==> config.mk <==
export PLATFORM = sky130hd
export DESIGN_NAME = busOwnerSlot
export DESIGN_NICKNAME = d
export VERILOG_FILES = /design/src/rtl/busOwnerPkg.sv /design/src/rtl/busOwnerDatapath.sv /design/src/rtl/busOwnerControl.sv /design/src/rtl/busOwnerSlot.sv
export SDC_FILE = /design/constraint.sdc
export NUM_CORES = 1
export LEC_CHECK = 0
export CAP_MARGIN = 15
export CORE_AREA = 3 3 40 42
export CTS_BUF_LIST = sky130_fd_sc_hd__clkbuf_4 sky130_fd_sc_hd__clkbuf_8
export CTS_CLUSTER_DIAMETER = 60
export DETAILED_ROUTE_END_ITERATION = 8
export DIE_AREA = 0 0 43 45
export DONT_BUFFER_PORTS = 1
export GPL_TIMING_DRIVEN = 1
export SKIP_LAST_GASP = 1
export SLEW_MARGIN = 15
export SYNTH_ARGS = -nofsm -noshare
export SYNTH_HDL_FRONTEND = slang
export SYNTH_HIERARCHICAL = 1
export SYNTH_SLANG_ARGS = --single-unit
==> constraint.sdc <==
create_clock -name clk -period 2.05 [get_ports clk]
set_clock_uncertainty 0.05 [all_clocks]
set_input_delay 0.205 -clock clk [delete_from_list [all_inputs] [get_ports clk]]
set_output_delay 0.205 -clock clk [all_outputs]
set_load 0.02 [all_outputs]
==> src/rtl/busOwnerPkg.sv <==
package busOwnerPkg;

  typedef enum logic [2:0] {
    SlotIdle  = 3'd0,
    SlotJudge = 3'd1,
    SlotPass  = 3'd2,
    SlotOwn   = 3'd3,
    SlotDrain = 3'd4
  } slotStateT;

  typedef struct packed {
    logic captureReq;
    logic clearReq;
  } latchCtlT;

endpackage

==> src/rtl/busOwnerDatapath.sv <==
module busOwnerDatapath
  import busOwnerPkg::*;
(
  input  logic     clk,
  input  logic     rstN,
  input  logic     localReq,
  input  logic     ownerLine,
  input  latchCtlT ctl,
  output logic     reqLatched,
  output logic     reqOutQ
);

  // Request captured once per grant arrival.
  always_ff @(posedge clk) begin
    if (!rstN) begin
      reqLatched <= 1'b0;
    end else if (ctl.clearReq) begin
      reqLatched <= 1'b0;
    end else if (ctl.captureReq) begin
      reqLatched <= localReq;
    end
  end

  // Chain request is only offered while nobody owns the bus.
  always_ff @(posedge clk) begin
    if (!rstN) begin
      reqOutQ <= 1'b0;
    end else begin
      reqOutQ <= localReq & ~ownerLine;
    end
  end

endmodule

==> src/rtl/busOwnerControl.sv <==
module busOwnerControl
  import busOwnerPkg::*;
(
  input  logic     clk,
  input  logic     rstN,
  input  logic     grantIn,
  input  logic     reqLatched,
  input  logic     localReq,
  input  logic     strobeBusy,
  input  logic     doneBusy,
  output latchCtlT ctl,
  output logic     holdsOwner,
  output logic     passesGrant
);

  slotStateT state, stateNext;
  logic      transfersQuiet;

  assign transfersQuiet = ~localReq & ~strobeBusy & ~doneBusy;

  always_comb begin
    stateNext      = state;
    ctl.captureReq = 1'b0;
    ctl.clearReq   = 1'b0;
    unique case (state)
      SlotIdle: begin
        if (grantIn) begin
          ctl.captureReq = 1'b1;
          stateNext      = SlotJudge;
        end
      end
      SlotJudge: begin
        if (!grantIn) begin
          ctl.clearReq = 1'b1;
          stateNext    = SlotIdle;
        end else if (reqLatched) begin
          stateNext = SlotOwn;
        end else begin
          stateNext = SlotPass;
        end
      end
      SlotPass: begin
        if (!grantIn) begin
          ctl.clearReq = 1'b1;
          stateNext    = SlotIdle;
        end
      end
      SlotOwn: begin
        if (transfersQuiet) begin
          stateNext = SlotDrain;
        end
      end
      SlotDrain: begin
        if (!grantIn) begin
          ctl.clearReq = 1'b1;
          stateNext    = SlotIdle;
        end
      end
      default: begin
        ctl.clearReq = 1'b1;
        stateNext    = SlotIdle;
      end
    endcase
  end

  always_ff @(posedge clk) begin
    if (!rstN) begin
      state <= SlotIdle;
    end else begin
      state <= stateNext;
    end
  end

  assign holdsOwner  = (state == SlotOwn);
  assign passesGrant = (state == SlotPass);

endmodule

==> src/rtl/busOwnerSlot.sv <==
module busOwnerSlot
  import busOwnerPkg::*;
#(
  parameter bit MASTER_CAPABLE = 1'b1,
  parameter bit CHAIN_END      = 1'b0
) (
  input  logic clk,
  input  logic rstN,
  input  logic localReq,
  input  logic strobeBusy,
  input  logic doneBusy,
  input  logic ownerLine,
  input  logic grantIn,
  output logic reqOut,
  output logic ownerDrive,
  output logic grantOut,
  output logic localOwner
);

  logic coreOwner;

  generate
    if (MASTER_CAPABLE) begin : gMaster
      latchCtlT latchCtl;
      logic     reqLatched;
      logic     reqOutQ;
      logic     holdsOwner;
      logic     passesGrant;

      busOwnerControl ctrl_i (
        .clk        (clk),
        .rstN       (rstN),
        .grantIn    (grantIn),
        .reqLatched (reqLatched),
        .localReq   (localReq),
        .strobeBusy (strobeBusy),
        .doneBusy   (doneBusy),
        .ctl        (latchCtl),
        .holdsOwner (holdsOwner),
        .passesGrant(passesGrant)
      );

      busOwnerDatapath dp_i (
        .clk       (clk),
        .rstN      (rstN),
        .localReq  (localReq),
        .ownerLine (ownerLine),
        .ctl       (latchCtl),
        .reqLatched(reqLatched),
        .reqOutQ   (reqOutQ)
      );

      assign reqOut     = reqOutQ;
      assign coreOwner  = holdsOwner;
      assign grantOut   = passesGrant;
      assign localOwner = holdsOwner;
    end else begin : gJumper
      logic unusedJumperInputs;
      assign unusedJumperInputs = ^{clk, rstN, localReq, strobeBusy, doneBusy, ownerLine};
      assign reqOut     = 1'b0;
      assign coreOwner  = 1'b0;
      assign grantOut   = grantIn;
      assign localOwner = 1'b0;
    end
  endgenerate

  generate
    if (CHAIN_END) begin : gTail
      assign ownerDrive = coreOwner | grantOut;
    end else begin : gInner
      assign ownerDrive = coreOwner;
    end
  endgenerate

endmodule

# ---- Word level (Yosys, flattened, before mapping)
# Cells that the tools add are included.
dict set report word_totals {
  ff_bits 5
  input_bits 7
  out_inout_bits 4
  word_cells 34
}
dict set report classes {
  eq_ne 7
  muxes 10
  n_bitwise 8
  reduce_logical 6
}
# op count
set ops {}
lappend ops {{3-bit 2-to-1 mux} 4}
lappend ops {{3-bit case mux with 4 select lines} 1}
lappend ops {{3-bit by 2-bit == test with 1-bit output (second input constant)} 2}
lappend ops {{2-bit OR reduction} 3}
lappend ops {{1-bit NOT} 5}
lappend ops {{1-bit 2-to-1 mux} 4}
lappend ops {{2-bit inequality test (second input constant)} 2}
lappend ops {{1-bit bitwise AND} 3}
lappend ops {{3-bit by 1-bit == test with 1-bit output (second input constant)} 1}
lappend ops {{3-bit == test (second input constant)} 1}
lappend ops {{3-bit zero test} 1}
lappend ops {{3-bit AND reduction} 1}
lappend ops {{3-bit OR reduction} 1}
lappend ops {{2-bit by 1-bit inequality test with 1-bit output (second input constant)} 1}
lappend ops {{1-bit case mux with 2 select lines} 1}

# ---- Logic depth before layout (Yosys ltp)
# Gate-level depths: netlist of the first run.
dict set report depth {
  ltp_word 5
  mapped_depth 4
  mapped_depth_nobuf 4
}

# ---- Modules after synthesis
# The synthesis of the first run kept the hierarchy.
# mod n_inst cells_per_inst area_per_inst_um2 seq_area_each_um2
set by_module_without_submodules {}
lappend by_module_without_submodules {busOwnerControl 1 25 215.2 60.1}
lappend by_module_without_submodules {busOwnerDatapath 1 5 71.3 40.0}
lappend by_module_without_submodules {busOwnerSlot 1 1 7.5 0.0}

# ---- Least setup slack after synthesis of the first run
# OpenSTA, ideal clock, no wires.
dict set report synth_path {
  path_type {register to output}
  from {reg gMaster.ctrl_i.state[0]}
  to {out ownerDrive}
  t_arrival_ps 1040
  required_time_ps 1795
  slack_ps 755
  path_stages_with_launch 5
  n_path_buf 2
  cell_sequence {dfxtp_1 -> buf_4 -> nand2_1 -> nor2_1 -> buf_4}
}
dict set report synth_via {
  elab_chain_len 1
}
# element line
set synth_rtl {}
lappend synth_rtl {{start: declaration} busOwnerControl.sv:16} ;# slotStateT state, stateNext;
lappend synth_rtl {{start signal: assignment} busOwnerControl.sv:68} ;# state <= SlotIdle;
lappend synth_rtl {{start signal: assignment} busOwnerControl.sv:70} ;# state <= stateNext;
lappend synth_rtl {{3-bit by 2-bit == test with 1-bit output} busOwnerControl.sv:74} ;# assign holdsOwner = (state == SlotOwn);
lappend synth_rtl {{end: declaration} busOwnerSlot.sv:15} ;# output logic ownerDrive,
# Every way passes these cells.

# ---- Worst setup path after layout of the first run
dict set report layout_path {
  from {reg gMaster.ctrl_i.state[0]}
  to {out localOwner}
}
dict set report layout_via {
  elab_chain_len 1
}
# element line
set layout_rtl {}
lappend layout_rtl {{3-bit by 2-bit == test with 1-bit output} busOwnerControl.sv:74}
lappend layout_rtl {{end: declaration} busOwnerSlot.sv:17} ;# output logic localOwner
# Every way passes these cells.

==> flow_summary_export.csv, run 1 <==
group,metric,value,unit
outcome,outcome,"completed",
min_path,hp-class,"in -> reg",
route,vias_per_cell,4.50,
synthesis,syn_area_per_cell,9.48,um2
layout,final_common_cell,"dfxtp_1",
clock_tree,cts_root_buf,"clkbuf_4",
clock_tree,clk_latency,0.24,ns
timing,period_share,69.0,%
route,drtPass1Iterations,2,
floorplan,die_height,45,um
power_and_ir_drop,power_density,806,nW/um2
route,wl_met3,48,um
clock_tree,cts_tree,"done",
critical_path,worstPathArrival,1.16,ns
route,met2_length,197,um
job,max_cap_violations,0,
power_and_ir_drop,peakVddDrop,0.364,mV
synthesis,synth_cell_type_count,18,
global_routing,overflow,0,
synthesis,synth-seq-cells,5,
layout,areaGrowthSynthToFinish,10.2,%
route,wl_per_cell,10.4,um
clock_tree,clock_path_buffers,2,
layout,drive_gt1_share,27.3,%
power_and_ir_drop,p_leak,0.122,nW
floorplan,die_area,1940,um2
synthesis,yosys-top-cells-area,"dfxtp_1 (34%), nor3b_2 (8.5%), nor3_1 (5.1%)",
floorplan,rows,13,
global_routing,grtUsageTotal,6.01,%
route,vias,216,
route,drt_wl_total,501,um
layout,finalNetCount,41,
synthesis,yosys_warnings,6,
synthesis,synth_top_area_cell,"dfxtp_1",
synthesis,netlist_area,294,um2
timing,hold_viol_final,0,
layout,multi_input_area,168,um2
critical_path,worst-setup-path-type,"reg -> out",
clock_tree,htree_levels,1,
critical_path,slowest_delay,0.48,ns
route,drc,0,
timing,post-route-min-period,1.42,ns
global_routing,grt_pass1_vias,176,
critical_path,startpoint_type,"register",
layout,seq_area,100,um2
critical_path,critPathMaxFanout,9,
clock_tree,cts_setup_buffers,0,
critical_path,crit_path_top_delay_cell,"dfxtp_1",
route,routed.top_layer,"met3",
layout,final_cell_mix,"dfxtp_1 (5), clkbuf_4 (4), nor3_1 (3)",
floorplan,core_area,1280,um2
place,place_congestion,0.760,
floorplan,die_x,43,um
critical_path,path_buf_inv,1,
timing,fmax,0.707,GHz
floorplan,start_util,22.9,%
timing,max_slew_margin,73.7,%
synthesis,syn_inst,31,
floorplan,io_pins,11,
clock_tree,cts_resized,0,
clock_tree,ctsHoldBuffers,0,
clock_tree,clock-sinks,5,
layout,nFillCells,141,
critical_path,required,1.79,ns
route,drt_iter0_drc,3,
route,ant_nets,0,
place,hpwl,365,um
critical_path,crit_chain,"nand2_1 -> nor2_1 -> buf_4",
layout,final_util,25.2,%
clock_tree,cts.clk_slew.worst_paths,0.04,ns
route,wl_met1,256,um
synthesis,yosysTopAreaCellShare,34.0,%
timing,slew_violations,0,
critical_path,end_kind,"output pin",
global_routing,antenna_found_initial,0,
synthesis,synth_fp_nets,38,
critical_path,cp_top_family,"flip-flops",
timing,finalSetupViolCount,0,
clock_tree,cts_made_buffers,3,
synthesis,seq_area_frac_synth,34.0,%
global_routing,grt_pass1_wl,759,um
timing,tightestPinTransition,0.392,ns
timing,rsz0062_at_grt,"no",
global_routing,grt_max_degree,11,
timing,fin_setup_tns,0,ns
layout,diodes,0,
place,port_buffers,0,
kinds of logic (layout without fill, tap and decap cells):
family                 Yosys count  in the layout  share of synthesized area [%]
AOI/OAI and AO/OA                6              6                           14.0
and+or+nand+nor                 16             16                           39.6
DFF                              5              5                           34.0
muxes                            1              1                           3.40
buffers and inverters            3              5                           8.93
flip-flops by register name (all words and copies together) (netlist names):
register and cells:
gMaster.ctrl_i/state 3, gMaster.dp_i/reqLatched 1, gMaster.dp_i/reqOutQ 1
where the power goes:
part / leakage [nW] / internal, mW / switching (mW)
registers: 0.0409 / 0.103 / 0.00738
clock network: 0.0184 / 0.0867 / 0.0393
logic: 0.0626 / 0.0137 / 0.0115
metrics by stage:
step	std cells	setup WS (ns)	cell area [um2]	total power, mW	hold WS, ns
floorplan	31	0.755	294	0.135	0.273
global placement	44	0.822	294	0.137	0.275
detailed placement	44	0.832	294	0.137	0.278
CTS	48	0.627	324	0.270	0.0217
global route	48	0.542	324	0.282	0.00788
finish	48	0.635	324	0.261	0.0327
per-layer routing:
layer / vias to the layer above / track usage [%]
met5: - / 0
met4: 0 / 7.23
met3: 0 / 4.78
met2: 10 / 5.99
met1: 91 / 6.78
li1: 115 / -
cells in the mapped netlist (all sizes together):
master,number
nand2,2
a31oi,1
o32a,1
nor3b,4
dfxtp,5
o21a,2
nand2b,1
and3b,1
nor2b,2
nor3,3
nor2,1
buf,3
a21oi,2
or3b,1
or3,1
mux2i,1
worst paths after layout:
check                                        startpoint                      end  slack, ns  cells after the start
worst max-delay path            gMaster.ctrl_i/state[0]               localOwner       0.63                      3
worst min-delay path                               rstN  gMaster.ctrl_i/state[2]       0.03                      1
worst max register to register  gMaster.ctrl_i/state[1]  gMaster.dp_i/reqLatched       0.83                      4
worst min register to register  gMaster.ctrl_i/state[1]  gMaster.ctrl_i/state[1]       0.49                      2
final cells by class:
class	instances	share of cell area [%]
Multi-Input combinational cell	23	51.7
Sequential cell	5	30.9
Clock buffer	4	9.27
Tap cell	15	5.79
Timing Repair Buffer	1	2.32
Power figures use the tool's default switching activity.
==> run 2: changes to the inputs <==
==> constraint.sdc (replaced) <==
create_clock -name clk -period 1.4 [get_ports clk]
set_clock_uncertainty 0.05 [all_clocks]
set_input_delay 0.14 -clock clk [delete_from_list [all_inputs] [get_ports clk]]
set_output_delay 0.14 -clock clk [all_outputs]
set_load 0.02 [all_outputs]
==> flow_summary_export.csv, run 2 (synthesized netlist as in run 1, its figures left out) <==
group,metric,value,unit
layout,largest_register,"gMaster.ctrl_i/state",
clock_tree,clk_latency,0.24,ns
route,drc,0,
timing,post-route-min-period,1.25,ns
critical_path,worst-setup-path-type,"reg -> out",
critical_path,critPathMaxFanout,9,
clock_tree,clock-sinks,5,
floorplan,io_pins,11,
outcome,outcome,"completed",
floorplan,die_height,45,um
clock_tree,cts_root_buf,"clkbuf_4",
layout,drive_gt1_share,32.4,%
floorplan,core_area,1280,um2
floorplan,die_x,43,um
critical_path,cp_top_family,"flip-flops",
clock_tree,cts_tree,"done",
floorplan,die_area,1940,um2
layout,top_regs,"gMaster.ctrl_i/state: 3 flops, gMaster.dp_i/reqLatched: 1 flops, gMaster.dp_i/reqOutQ: 1 flops",
route,drt_wl_total,549,um
layout,largest_reg_flops,3,
layout,final_util,26.5,%
timing,max_slew_margin,73.3,%
place,port_buffers,0,
critical_path,startpoint_type,"register",
global_routing,antenna_found_initial,0,
timing,finalSetupViolCount,0,
global_routing,overflow,0,
timing,rsz0062_at_grt,"no",
critical_path,slowest_delay,0.41,ns
floorplan,start_util,22.9,%
timing,slew_violations,0,
critical_path,worstRegToRegCells,4,
place,place_congestion,0.735,
critical_path,path_buf_inv,1,
critical_path,end_kind,"output pin",
route,wl_per_cell,11.2,um
critical_path,r2r_start,"gMaster.ctrl_i/state[1]",
layout,fin_area,340,um2
timing,fin_setup_tns,0,ns
critical_path,crit_chain,"nand2_1 -> nor2_1 -> buf_4",
route,vias,225,
global_routing,grtUsageTotal,6.84,%
global_routing,grt_pass1_wl,945,um
critical_path,worstReg2RegEnd,"gMaster.dp_i/reqLatched",
clock_tree,cts_setup_buffers,0,
critical_path,required,1.21,ns
critical_path,crit_end,"localOwner",
clock_tree,htree_levels,1,
global_routing,grt_pass1_vias,232,
power_and_ir_drop,peakVddDrop,0.429,mV
critical_path,worstPathArrival,1.06,ns
critical_path,crit_path_top_delay_cell,"dfxtp_2",
place,place_area,294,um2
layout,diodes,0,
timing,tightestPinTransition,0.398,ns
global_routing,grt_max_degree,11,
clock_tree,clock_path_buffers,2,
route,vias_per_cell,4.59,
critical_path,startpoint,"gMaster.ctrl_i/state[0]",
power_and_ir_drop,p_leak,0.129,nW
floorplan,rows,13,
route,drtPass1Iterations,4,
timing,hold_viol_final,0,
layout,finalNetCount,42,
route,ant_nets,0,
route,drt_iter0_drc,4,
power_and_ir_drop,power_density,1140,nW/um2
critical_path,rrSetupSlack,0.18,ns
place,hpwl,396,um
clock_tree,cts_made_buffers,3,
critical_path,critical_path_depth,3,
min_path,hp-class,"in -> reg",
job,max_cap_violations,0,
timing,fmax,0.797,GHz
timing,period_share,89.6,%
layout,areaGrowthSynthToFinish,15.7,%
layout,final_cell_mix,"clkbuf_4 (4), dfxtp_1 (4)",
clock_tree,cts.clk_slew.worst_paths,0.04,ns
## run 2: worst min path at each step
stage | start | endpoint | depth (start not counted)
3_3_place_gp | rstN | gMaster.ctrl_i/state[0] | 1
5_1_grt | rstN | gMaster.dp_i/reqOutQ | 1
6_report | rstN | gMaster.dp_i/reqOutQ | 1
3_5_place_dp | rstN | gMaster.ctrl_i/state[2] | 1
2_1_floorplan | rstN | gMaster.ctrl_i/state[0] | 1
4_1_cts | rstN | gMaster.dp_i/reqOutQ | 1
## run 2: routing by layer
metal | up-vias | GRT usage, % | part of all wire (%) | wire [um]
li1 | 116 | - | - | -
met3 | 0 | 2.79 | 9.3 | 51
met5 | - | 0 | 0 | 0
met2 | 9 | 8.38 | 42 | 230
met4 | 0 | 6.02 | 0 | 0
met1 | 100 | 8.96 | 49 | 267
## run 2: what timing repair did
item,in CTS,in global routing
setup endpoints to repair,0,3
endpoints found under the hold margin,2,0
resized for setup,0,2
hold buffers,1,0
## run 2: report_power, final
part	switching (mW)	total, mW	leakage [nW]	internal [mW]
clock network	0.0572	0.184	0.0184	0.127
registers	0.0115	0.162	0.0413	0.151
logic	0.0190	0.0416	0.0694	0.0226
## run 2: through the flow
stage                     power (mW)  std cells  hold WS, ns  setup WS [ns]
after floorplan                0.198         31        0.208          0.170
after global placement         0.201         44        0.214          0.184
after detailed placement       0.202         44        0.214          0.146
after CTS                      0.393         49      0.00257         0.0181
after global routing           0.415         49       0.0139         0.0455
final                          0.388         49      0.00847          0.146
## run 2: worst reg2reg max path: cells and delay by family (launching register included)
| family | cells | cell delay, ns |
|---|---|---|
| flops | 1 | 0.35 |
| mux | 1 | 0.25 |
| simple gates | 3 | 0.45 |
## run 2: cell type report
cell class | instances | area (um2)
fillers | 145 | 945
multi-input cells | 23 | 173
flip-flops and latches | 5 | 101
clock buffers | 4 | 30.0
well taps | 15 | 18.8
repair buffers | 2 | 17.5
